`config.mk`:
```
export PLATFORM = sky130hd
export DESIGN_NAME = vic_unit
export DESIGN_NICKNAME = d
export VERILOG_FILES = /design/src/rtl/vic_pkg.sv /design/src/rtl/vic_regs.sv /design/src/rtl/vic_arb.sv /design/src/rtl/vic_ack.sv /design/src/rtl/vic_unit.sv
export SDC_FILE = /design/constraint.sdc
export NUM_CORES = 1
export LEC_CHECK = 0
export ABC_AREA = 1
export ABC_CLOCK_PERIOD_IN_PS = 50400
export BUFFER_PORTS_ARGS = -buffer_cell sky130_fd_sc_hd__buf_2
export CAP_MARGIN = 20
export CORE_MARGIN = 2
export CORE_UTILIZATION = 25
export CTS_CLUSTER_DIAMETER = 60
export DETAILED_ROUTE_END_ITERATION = 8
export PLACE_DENSITY = 0.47
export SKIP_LAST_GASP = 1
export SLEW_MARGIN = 15
export SYNTH_ARGS = -nofsm -noshare
export SYNTH_HDL_FRONTEND = slang
export SYNTH_SLANG_ARGS = --single-unit
```
`constraint.sdc`:
```
create_clock -name clk -period 50.4 [get_ports clk]
set_input_delay 7.56 -clock clk [delete_from_list [all_inputs] [get_ports clk]]
set_output_delay 7.56 -clock clk [all_outputs]
set_load 0.05 [all_outputs]
```
`src/rtl/vic_pkg.sv`:
```
package vic_pkg;

   localparam logic [7:0] AUTOVEC_BASE = 8'h18;

   typedef struct packed {
      logic       auto_en;
      logic [2:0] lvl;
      logic [1:0] prio;
   } ctrl_t;

   function automatic logic [7:0] ctrl_to_byte(ctrl_t c);
      return {c.auto_en, 2'b00, c.lvl, c.prio};
   endfunction

   function automatic ctrl_t byte_to_ctrl(logic [7:0] b);
      ctrl_t c;
      c.auto_en = b[7];
      c.lvl     = b[4:2];
      c.prio    = b[1:0];
      return c;
   endfunction

   // Reset image of source n, computed rather than tabulated
   function automatic logic [7:0] ctrl_reset(int n);
      if (n <= 7)       return 8'(4 * n);
      else if (n == 8)  return 8'h1C;
      else if (n <= 11) return 8'h80;
      else              return 8'h00;
   endfunction

endpackage

```
`src/rtl/vic_regs.sv`:
```
module vic_regs
   import vic_pkg::*;
#(
   parameter int          NUM_SRC   = 13,
   parameter int          AW        = 10,
   parameter logic [AW-1:0] CTRL_BASE = 10'h014,
   parameter logic [AW-1:0] MASK_ADDR = 10'h036,
   parameter logic [AW-1:0] PEND_ADDR = 10'h03A
) (
   input  logic                      clk,
   input  logic                      rst_n,
   input  logic                      wr,
   input  logic [AW-2:0]             haddr,
   input  logic [1:0]                be,
   input  logic [15:0]               wdata,
   input  logic [NUM_SRC-1:0]        req,
   output ctrl_t [NUM_SRC:1]         ctrl,
   output logic [15:0]               mask,
   output logic [15:0]               rdata
);

   localparam logic [AW-2:0] MASK_H = MASK_ADDR[AW-1:1];
   localparam logic [AW-2:0] PEND_H = PEND_ADDR[AW-1:1];

   logic [NUM_SRC:1] hit_even, hit_odd;
   logic [15:0]      pend;

   for (genvar n = 1; n <= NUM_SRC; n++) begin : g_src
      localparam logic [AW-1:0] BA = AW'(int'(CTRL_BASE) + n - 1);
      assign hit_even[n] = (haddr == BA[AW-1:1]) && !BA[0];
      assign hit_odd[n]  = (haddr == BA[AW-1:1]) &&  BA[0];

      always_ff @(posedge clk) begin
         if (!rst_n)
            ctrl[n] <= byte_to_ctrl(ctrl_reset(n));
         else if (wr && hit_even[n] && be[1])
            ctrl[n] <= byte_to_ctrl(wdata[15:8]);
         else if (wr && hit_odd[n] && be[0])
            ctrl[n] <= byte_to_ctrl(wdata[7:0]);
      end
   end

   always_ff @(posedge clk) begin
      if (!rst_n) begin
         mask <= 16'h3FFE;
      end else if (wr && haddr == MASK_H) begin
         if (be[1]) mask[15:8] <= wdata[15:8];
         if (be[0]) mask[7:0]  <= wdata[7:0];
      end
   end

   always_comb begin
      pend = '0;
      for (int n = 1; n <= NUM_SRC; n++)
         pend[n] = req[n-1] & ~mask[n];
   end

   always_comb begin
      rdata = '0;
      for (int n = 1; n <= NUM_SRC; n++) begin
         if (hit_even[n]) rdata[15:8] = rdata[15:8] | ctrl_to_byte(ctrl[n]);
         if (hit_odd[n])  rdata[7:0]  = rdata[7:0]  | ctrl_to_byte(ctrl[n]);
      end
      if (haddr == MASK_H) rdata = rdata | mask;
      if (haddr == PEND_H) rdata = rdata | pend;
   end

endmodule

```
`src/rtl/vic_arb.sv`:
```
module vic_arb
   import vic_pkg::*;
#(
   parameter int NUM_SRC  = 13,
   parameter bit TIE_HIGH = 1'b1,
   localparam int SW      = $clog2(NUM_SRC + 1)
) (
   input  ctrl_t [NUM_SRC:1]  ctrl,
   input  logic [15:0]        mask,
   input  logic [NUM_SRC-1:0] req,
   output logic [SW-1:0]      win_src,
   output logic [2:0]         win_lvl,
   output logic               win_auto
);

   logic [NUM_SRC:1] elig;

   for (genvar n = 1; n <= NUM_SRC; n++) begin : g_elig
      assign elig[n] = req[n-1] & ~mask[n] & (ctrl[n].lvl != 3'd0);
   end

   logic [4:0] best_key;

   if (TIE_HIGH) begin : g_tie_high
      always_comb begin
         best_key = '0;
         win_src  = '0;
         for (int n = 1; n <= NUM_SRC; n++)
            if (elig[n] && {ctrl[n].lvl, ctrl[n].prio} >= best_key) begin
               best_key = {ctrl[n].lvl, ctrl[n].prio};
               win_src  = SW'(n);
            end
      end
   end else begin : g_tie_low
      always_comb begin
         best_key = '0;
         win_src  = '0;
         for (int n = 1; n <= NUM_SRC; n++)
            if (elig[n] && {ctrl[n].lvl, ctrl[n].prio} > best_key) begin
               best_key = {ctrl[n].lvl, ctrl[n].prio};
               win_src  = SW'(n);
            end
      end
   end

   always_comb begin
      win_lvl  = best_key[4:2];
      win_auto = 1'b1;
      for (int n = 1; n <= NUM_SRC; n++)
         if (win_src == SW'(n)) win_auto = ctrl[n].auto_en;
   end

endmodule

```
`src/rtl/vic_ack.sv`:
```
module vic_ack
   import vic_pkg::*;
#(
   parameter int SW = 4
) (
   input  logic          clk,
   input  logic          rst_n,
   input  logic          ack_i,
   input  logic [SW-1:0] win_src,
   input  logic [2:0]    win_lvl,
   input  logic          win_auto,
   output logic          ack_valid,
   output logic [SW-1:0] ack_src,
   output logic          ack_auto,
   output logic [7:0]    ack_vec
);

   always_ff @(posedge clk) begin
      if (!rst_n) begin
         ack_valid <= 1'b0;
         ack_src   <= '0;
         ack_auto  <= 1'b0;
         ack_vec   <= '0;
      end else begin
         ack_valid <= ack_i;
         if (ack_i) begin
            ack_src  <= win_src;
            ack_auto <= win_auto;
            ack_vec  <= win_auto ? AUTOVEC_BASE + {5'd0, win_lvl} : 8'h00;
         end
      end
   end

endmodule

```
`src/rtl/vic_unit.sv`:
```
module vic_unit
   import vic_pkg::*;
#(
   parameter int NUM_SRC  = 13,
   parameter int AW       = 10,
   parameter bit TIE_HIGH = 1'b1,
   localparam int SW      = $clog2(NUM_SRC + 1)
) (
   input  logic               clk,
   input  logic               rst_n,
   input  logic [NUM_SRC-1:0] src_req,
   input  logic               bus_wr,
   input  logic [AW-2:0]      bus_haddr,
   input  logic [1:0]         bus_be,
   input  logic [15:0]        bus_wdata,
   output logic [15:0]        bus_rdata,
   output logic [2:0]         ipl,
   input  logic               ack_i,
   output logic               ack_valid,
   output logic [SW-1:0]      ack_src,
   output logic               ack_auto,
   output logic [7:0]         ack_vec
);

   if (NUM_SRC < 1 || NUM_SRC > 15) begin : g_bad_src
      $error("vic_unit: NUM_SRC must lie in 1..15");
   end
   if (AW < 7) begin : g_bad_aw
      $error("vic_unit: AW too narrow for the register map");
   end

   ctrl_t [NUM_SRC:1] ctrl;
   logic [15:0]       mask;
   logic [SW-1:0]     win_src;
   logic [2:0]        win_lvl;
   logic              win_auto;

   vic_regs #(.NUM_SRC(NUM_SRC), .AW(AW)) u_regs (
      .clk(clk), .rst_n(rst_n), .wr(bus_wr), .haddr(bus_haddr), .be(bus_be),
      .wdata(bus_wdata), .req(src_req), .ctrl(ctrl), .mask(mask), .rdata(bus_rdata)
   );

   vic_arb #(.NUM_SRC(NUM_SRC), .TIE_HIGH(TIE_HIGH)) u_arb (
      .ctrl(ctrl), .mask(mask), .req(src_req),
      .win_src(win_src), .win_lvl(win_lvl), .win_auto(win_auto)
   );

   assign ipl = win_lvl;

   vic_ack #(.SW(SW)) u_ack (
      .clk(clk), .rst_n(rst_n), .ack_i(ack_i),
      .win_src(win_src), .win_lvl(win_lvl), .win_auto(win_auto),
      .ack_valid(ack_valid), .ack_src(ack_src), .ack_auto(ack_auto), .ack_vec(ack_vec)
   );

endmodule

```
* Word-level counts from Yosys, hierarchy flattened
Index checks and enable logic that the tools add are counted.
Cells by class: add/subtract/negate cells 1, order comparisons 13, equal/unequal tests 22, multiplexer cells 55, bitwise gates (word level) 52, reduce and logical (&&, ||, !) cells 49
Operator list (count):
- two-way mux 8 bit | 14
- bitwise OR 8 bit | 11
- two-way mux 5 bit | 13
- >= comparator 5 bit | 12
- == test 9 x 4 -> 1 bit, second input constant | 6
- nonzero test 3 bit | 13
- logical AND 1 bit | 34
- two-way mux 16 bit | 2
- == test 9 x 5 -> 1 bit, second input constant | 3
- AND 1 bit | 26
- == test 4 bit, second input constant | 6
- two-way mux 4 bit | 6
- == test 4 x 3 -> 1 bit, second input constant | 4
- bitwise OR 16 x 14 -> 16 bit | 1
- bitwise OR 16 bit | 1
- two-way mux 1 bit | 14
- NOT 1 bit | 13
- two-way mux 3 bit | 4
- == test 4 x 2 -> 1 bit, second input constant | 2
- adder 5 x 3 -> 6 bit, first input constant | 1
- >= comparator 5 x 1 -> 1 bit, second input constant | 1
- == test 4 x 1 -> 1 bit, second input constant | 1
- two-way mux 2 bit | 2
- AND reduction 2 bit | 2
Storage, ports and cells: flip-flop bits (word level) 108, input port bits 44

* Depth between registers and ports, before layout
Gate-level depths: netlist (run 1).
depth in word-level cells 56, depth in mapped cells 164, gate-level depth less buffers 154

* Hierarchy
A second synthesis (run 1) with hierarchy kept.
Second synthesis, totals: cells, all modules 1397, area total of the unflattened synthesis 8209.1 um^2
By module, submodules not included:
- vic_regs | instances 1, cells an instance 801, area each 4903.5 um^2, seq. area each 1881.8 um^2
- vic_arb | instances 1, cells an instance 552, area each 2954.1 um^2, seq. area each 0.0 um^2
- vic_ack | instances 1, cells an instance 44, area each 351.6 um^2, seq. area each 180.2 um^2

* Worst setup path before layout (run 1)
No wires, ideal clock.
kind in2out, start in src_req[0], end out ipl[0], arrival time 22.033 ns, required time 42.840 ns, setup slack 20.807 ns, stages on the path 140, path through nand2_1 inv_2 nand2_1 nor2_1 inv_1 ha_1 nand2_1 nor2_1 nand2_1 nand3_2 nand2_2 buf_6 o21ai_0 ha_1 inv_1 nand2_1 o21ai_0 inv_1 [... 104 more ...] a21o_1 a21oi_1 or2_2 nand3_1 nand2_1 nand2_2 nand2_4 buf_6 o21ai_0 ha_1 o21a_1 o21a_1 o21a_1 o21ai_0 nand2_1 nand3_1 a31oi_1 o21ai_0
Between the ends: cells in the longest elaborated chain, start to end 40
Ends and longest elaborated chain:
- from (decl) | line vic_unit.sv:11 | input logic [NUM_SRC-1:0] src_req,
- AND 1 bit * (2 in a row) | line vic_arb.sv:19 | assign elig[n] = req[n-1] & ~mask[n] & (ctrl[n].lvl != 3'd0);
- logical AND 1 bit * | line vic_arb.sv:29 | if (elig[n] && {ctrl[n].lvl, ctrl[n].prio} >= best_key) begin
- two-way mux 5 bit * | line vic_arb.sv:29
- >= comparator 5 bit | line vic_arb.sv:29
- logical AND 1 bit | line vic_arb.sv:29
- two-way mux 5 bit * | line vic_arb.sv:29
- >= comparator 5 bit | line vic_arb.sv:29
- logical AND 1 bit | line vic_arb.sv:29
- [... 23 more ...]
- logical AND 1 bit | line vic_arb.sv:29
- two-way mux 5 bit * | line vic_arb.sv:29
- >= comparator 5 bit | line vic_arb.sv:29
- logical AND 1 bit | line vic_arb.sv:29
- two-way mux 5 bit * | line vic_arb.sv:29
- >= comparator 5 bit | line vic_arb.sv:29
- logical AND 1 bit | line vic_arb.sv:29
- two-way mux 5 bit * | line vic_arb.sv:29
- to (decl) | line vic_unit.sv:17 | output logic [2:0] ipl,
Mark *: on every way between the ends. The rest lies on a longest branch, timed or not.

* Final worst setup path (run 1)
start in src_req[0], end out ipl[2]
Same word-level chain as after synthesis.

==> qor.csv, run 1 <==
metric,value,unit
outcome,"finished, final reports clean",
yosysMostFrequentCell,nand2_1,
cts_hold_buf,0,
nFillCells,3268,
synth_commonest_cells,"nand2_1 (225), inv_1 (196), o21ai_0 (117)",
startpoint_type,primary input,
dr.pass1.iters,5,
reg2regPathDepth,142,
vias,7460,
grt.total_usage,0.176,
gp_congestion,0.862,
synth_ff_type,dfxtp_1,
area_growth,13.1,%
drc,0,
synth-simple-area-share,0.255,
drive_gt1_frac,0.116,
start_util,0.252,
critPathBufInv,19,
die_y,174,µm
arrival,23.04,ns
slowest_delay,0.55,ns
cp_max_fo,16,
hold-path-endpoint,u_regs.mask[14]$_SDFFE_PN0P_,
ys_warn_count,0,
muxShareOfSynthArea,0,
setup_viol,0,
postCtsSetupBuffers,0,
cts_buffers,9,
final_cells,1552,
ioPinCount,77,
whs,0.458,ns
synth_top_area_frac,0.287,
r2r-end,u_ack.ack_vec[2]$_SDFFE_PN0P_,
dp.cells,1536,
fin_nets,1248,
grt_pass1_wl,40700,µm
timing.final.crit_share,0.607,
fin_worst_skew,0.0122,ns
whs_path_depth,2,
drt_iter0_drc,580,
via_per_inst,4.81,
drt-total-wl,26500,µm
fin_area,8140,µm²
io_buffer_count,73,
timing_worst_setup_path_type,in2out,
tns,0,ns
ys_seq_area_frac,0.287,
seq_area,2060,µm²
clk-insertion-delay-late,0.37,ns
clk_pin_slew_worst_paths,0.08,ns
max_cap_violations,0,
power_density,20.3,nW/µm²
rsz0062_at_grt,no,
chipWidth,174,µm
report.power.total,0.000165,W
std_cell_rows,62,
cts_resized,0,
cpMostUsedCell,nand2_1,
cts_tree,built,
globalRouteOverflowTotal,0,
dp_hpwl,21200,µm
grt_pass1_vias,6845,
multi_input_area,4150,µm²
synth_area,7190,µm²
reg2reg_from,u_regs.ctrl[4]$_SDFFE_PN0P_,
hold_path_class,reg2reg,
fmax,32.7,MHz
ff2ff_setup_slack,33.78,ns
synthTopCellsByArea,"dfxtp_1 (29%), nand2_1 (12%), inv_1 (10%), o21ai_0 (8.1%), ha_1 (7.1%)",
cpMaxStageDelayCell,a31oi_1,
ys_ff_latch,103,
slew_headroom,0.344,
antenna_found_initial,0,
synth_top_family_by_area,simple AND/OR/NAND/NOR gates,
peakVddDrop,0.0135,mV
synth_fa_ha_area_frac,0.0713,
crit_path_end_kind,primary output,
hold_path.startpoint,u_regs.mask[14]$_SDFFE_PN0P_,
diodes,0,
grt_max_degree,84,
fin_crit,30.60,ns
maxSlewViolCount,0,
clkSinkCount,103,
wl_per_cell,17.1,µm
hold_violations,0,
synth-edff-count,0,
syn_avg_cell_area,6.47,µm²
placed_area,7840,µm²
dieArea,30100,µm²
cts_buffer_depth,2,
cts_root_buffer,clkbuf_16,
synth_top_cell_by_area,dfxtp_1,
async_flop_share,0,
htree_levels,3,
synthXorXnorAreaFrac,0,
required,42.84,ns
synth_compound_area_frac,0.249,
ys_types,38,
crit_family,simple AND/OR/NAND/NOR gates,
synthCells,1112,
core,28500,µm²
worst_pin_slew,0.976,ns
antenna_left,0,
p_leak,3.83,nW
cp.depth,132,
==> layer usage <==
layer	track usage	wire, µm	up-vias
met1	0.252	12900	3410
met3	0.0276	1440	38
met2	0.272	11500	219
li1	-	-	3793
met5	0	0	-
met4	0.0518	630	0
==> worst min-delay path, delay by kind of cell (launching register included) <==
| kind | cells | cell delay [ns] |
|---|---|---|
| buf+inv | 1 | 0.06 |
| flops | 1 | 0.30 |
| compound gates | 1 | 0.06 |
==> sequential cells by signal, indices dropped and copies added, names as in the netlist <==
name             flops
u_ack.ack_src        4
u_ack.ack_valid      1
u_ack.ack_vec        4
u_regs.ctrl         78
u_regs.mask         16
==> placed cells by master, fill, tap and decap left out, types with 25 or more instances in the layout <==
cell type / synthesis / routed
o21ai_0: 117 / 117
o211ai_1: 28 / 28
buf_2: 1 / 73
nor2_1: 68 / 68
ha_1: 41 / 41
inv_1: 196 / 196
nand2_2: 25 / 25
nand2_1: 225 / 225
a21oi_1: 83 / 83
dfxtp_1: 103 / 103
nand3_1: 68 / 68
==> logic make-up (layout without fill, tap and decap cells) <==
group / after synthesis / in the layout
simple gates: 418 / 418
compound gates: 308 / 308
other cells: 1 / 3
buf+inv: 241 / 295
flops: 103 / 103
fa+ha+maj: 41 / 41
==> worst max-delay path by stage <==
| stage | start | end |
|---|---|---|
| 2_1_floorplan | src_req[0] | ipl[0] |
| 3_3_place_gp | src_req[0] | ipl[0] |
| 3_5_place_dp | src_req[0] | ipl[0] |
| 4_1_cts | src_req[0] | ipl[0] |
| 5_1_grt | src_req[0] | ipl[2] |
| 6_report | src_req[0] | ipl[2] |
==> stage by stage <==
step / util / setup WS, ns
global route: 0.285 / 17.67
CTS: 0.285 / 19.73
global placement: 0.275 / 20.03
finish: 0.285 / 19.80
floorplan: - / 20.81
detailed placement: 0.275 / 19.75
==> where the power goes <==
group          switching, W  internal, W
Sequential      0.000000167    0.0000816
Clock             0.0000375    0.0000348
Combinational    0.00000851   0.00000251
==> layout make-up <==
type	count	area share
Clock buffer	9	0.0277
Clock inverter	7	0.00815
Inverter	203	0.0937
Multi-Input combinational cell	770	0.510
Sequential cell	103	0.253
Tap cell	384	0.0591
Timing Repair Buffer	76	0.0477
Power figures use the tool's default switching activity.
==> run 2: changes to the inputs <==
- ABC_CLOCK_PERIOD_IN_PS: 50400 -> 31200
- clock period: 50.4 -> 31.2 ns (I/O delays scaled with it)
==> run 2 against run 1 <==
Net effect:
- die area did not move
- clock-buffer cell count up 3
- worst setup slack got worse by 14 ns
- flip-flop and latch count is the same
- routed wire length grew 0.76%
- via count is 0.76% lower
- largest cell class unchanged
==> qor.csv, run 2 (same netlist as run 1, synthesis figures left out) <==
metric,value,unit
fmax,40.0,MHz
slowest_delay,0.35,ns
die_y,174,µm
globalRouteOverflowTotal,0,
reg_top3,"u_regs.ctrl x78, u_regs.mask x16",
cts_tree,built,
drt_iter0_drc,555,
ioPinCount,77,
htree_levels,3,
dr.pass1.iters,5,
fin_worst_skew,0.0118,ns
startpoint_type,primary input,
p_leak,3.82,nW
antenna_left,0,
wl_met2,11700,µm
clk-insertion-delay-late,0.36,ns
dp_hpwl,21200,µm
start_util,0.252,
clk_pin_slew_worst_paths,0.07,ns
dieArea,30100,µm²
layout_common_cells,"nand2_1 (225), inv_1 (196), o21ai_0 (117)",
cpMostUsedCell,nand2_1,
cts_resized,0,
drt-total-wl,26700,µm
required,26.52,ns
core,28500,µm²
hold_violations,0,
grt_max_degree,84,
tns,0,ns
whs,0.463,ns
fin_nets,1248,
layout.cells.most_common,nand2_1,
layout_setup_ws,6.21,ns
power_density,32.1,nW/µm²
cp_max_fo,16,
area_growth,12.9,%
io_buffer_count,73,
place_ws,6.25,ns
chipWidth,174,µm
cts_buffers,9,
timing.final.crit_share,0.801,
worst_pin_slew,1.10,ns
cts_root_buffer,clkbuf_16,
maxSlewViolCount,0,
arrival,20.31,ns
wl_met3,1310,µm
setup_viol,0,
cpMaxStageDelayCell,o21ai_0,
diodes,0,
outcome,"finished, final reports clean",
gp_congestion,0.853,
peakVddDrop,0.0254,mV
largest_register,u_regs.ctrl,
fin_crit,24.99,ns
nFillCells,3309,
maxUsedRoutingLayer,met4,
std_cell_rows,62,
grt_pass1_vias,6867,
grt.total_usage,0.175,
slew_headroom,0.263,
cts_hold_buf,0,
routedLengthMet1,13300,µm
timing_worst_setup_path_type,in2out,
antenna_found_initial,1,
hold_path_class,reg2reg,
via_per_inst,4.77,
cts_buffer_depth,2,
rsz0062_at_grt,no,
largest_reg_flops,78,
max_cap_violations,0,
drc,0,
clkSinkCount,103,
wl_per_cell,17.2,µm
crit_path_end_kind,primary output,
postCtsSetupBuffers,0,
drive_gt1_frac,0.115,
vias,7403,
grt_pass1_wl,40800,µm
[run 2: power breakdown]
part / total [W] / internal, W / switching (W)
clock network: 0.000111 / 0.0000568 / 0.0000538
logic: 0.0000179 / 0.00000406 / 0.0000138
registers: 0.000132 / 0.000132 / 0.000000261
[run 2: stage by stage]
stage | area [µm²] | std cells | total power, W | util
floorplan | 7200 | 1114 | 0.000145 | -
global placement | 7840 | 1536 | 0.000153 | 0.275
detailed placement | 7840 | 1536 | 0.000153 | 0.275
CTS | 8120 | 1552 | 0.000264 | 0.284
global route | 8120 | 1552 | 0.000270 | 0.284
finish | 8120 | 1552 | 0.000261 | 0.284
[run 2: cell type report]
class	instances	area (µm²)	share of cell area
clock buffers	12	246	0.0304
clock inverters	4	30.0	0.00370
inverters	203	762	0.0938
multi-input cells	770	4150	0.511
flip-flops and latches	103	2060	0.254
well taps	384	480	0.0592
repair buffers	76	388	0.0478
[run 2: worst max-delay path: cells and delay by family]
| kind | cells | cell delay, ns |
|---|---|---|
| and+or+nand+nor | 74 | 6.10 |
| AOI/OAI and AO/OA | 27 | 4.69 |
| adders and majority gates | 12 | 3.46 |
| buffers and inverters | 20 | 1.35 |
[run 2: final timing paths]
check                                                  start                             to  slack [ns]  cells past startpoint
worst max-delay path                              src_req[0]                         ipl[1]        6.21                    133
worst min-delay path            u_regs.mask[14]$_SDFFE_PN0P_   u_regs.mask[14]$_SDFFE_PN0P_        0.46                      2
worst max register to register   u_regs.mask[1]$_SDFFE_PN1P_  u_ack.ack_vec[2]$_SDFFE_PN0P_       14.40                    142
worst min register to register  u_regs.mask[14]$_SDFFE_PN0P_   u_regs.mask[14]$_SDFFE_PN0P_        0.46                      2
[run 2: per-layer routing]
metal  vias to the layer above  GRT usage
li1                       3803          -
met1                      3390      0.251
met2                       189      0.277
met3                        21     0.0257
met4                         0     0.0427
met5                         -          0
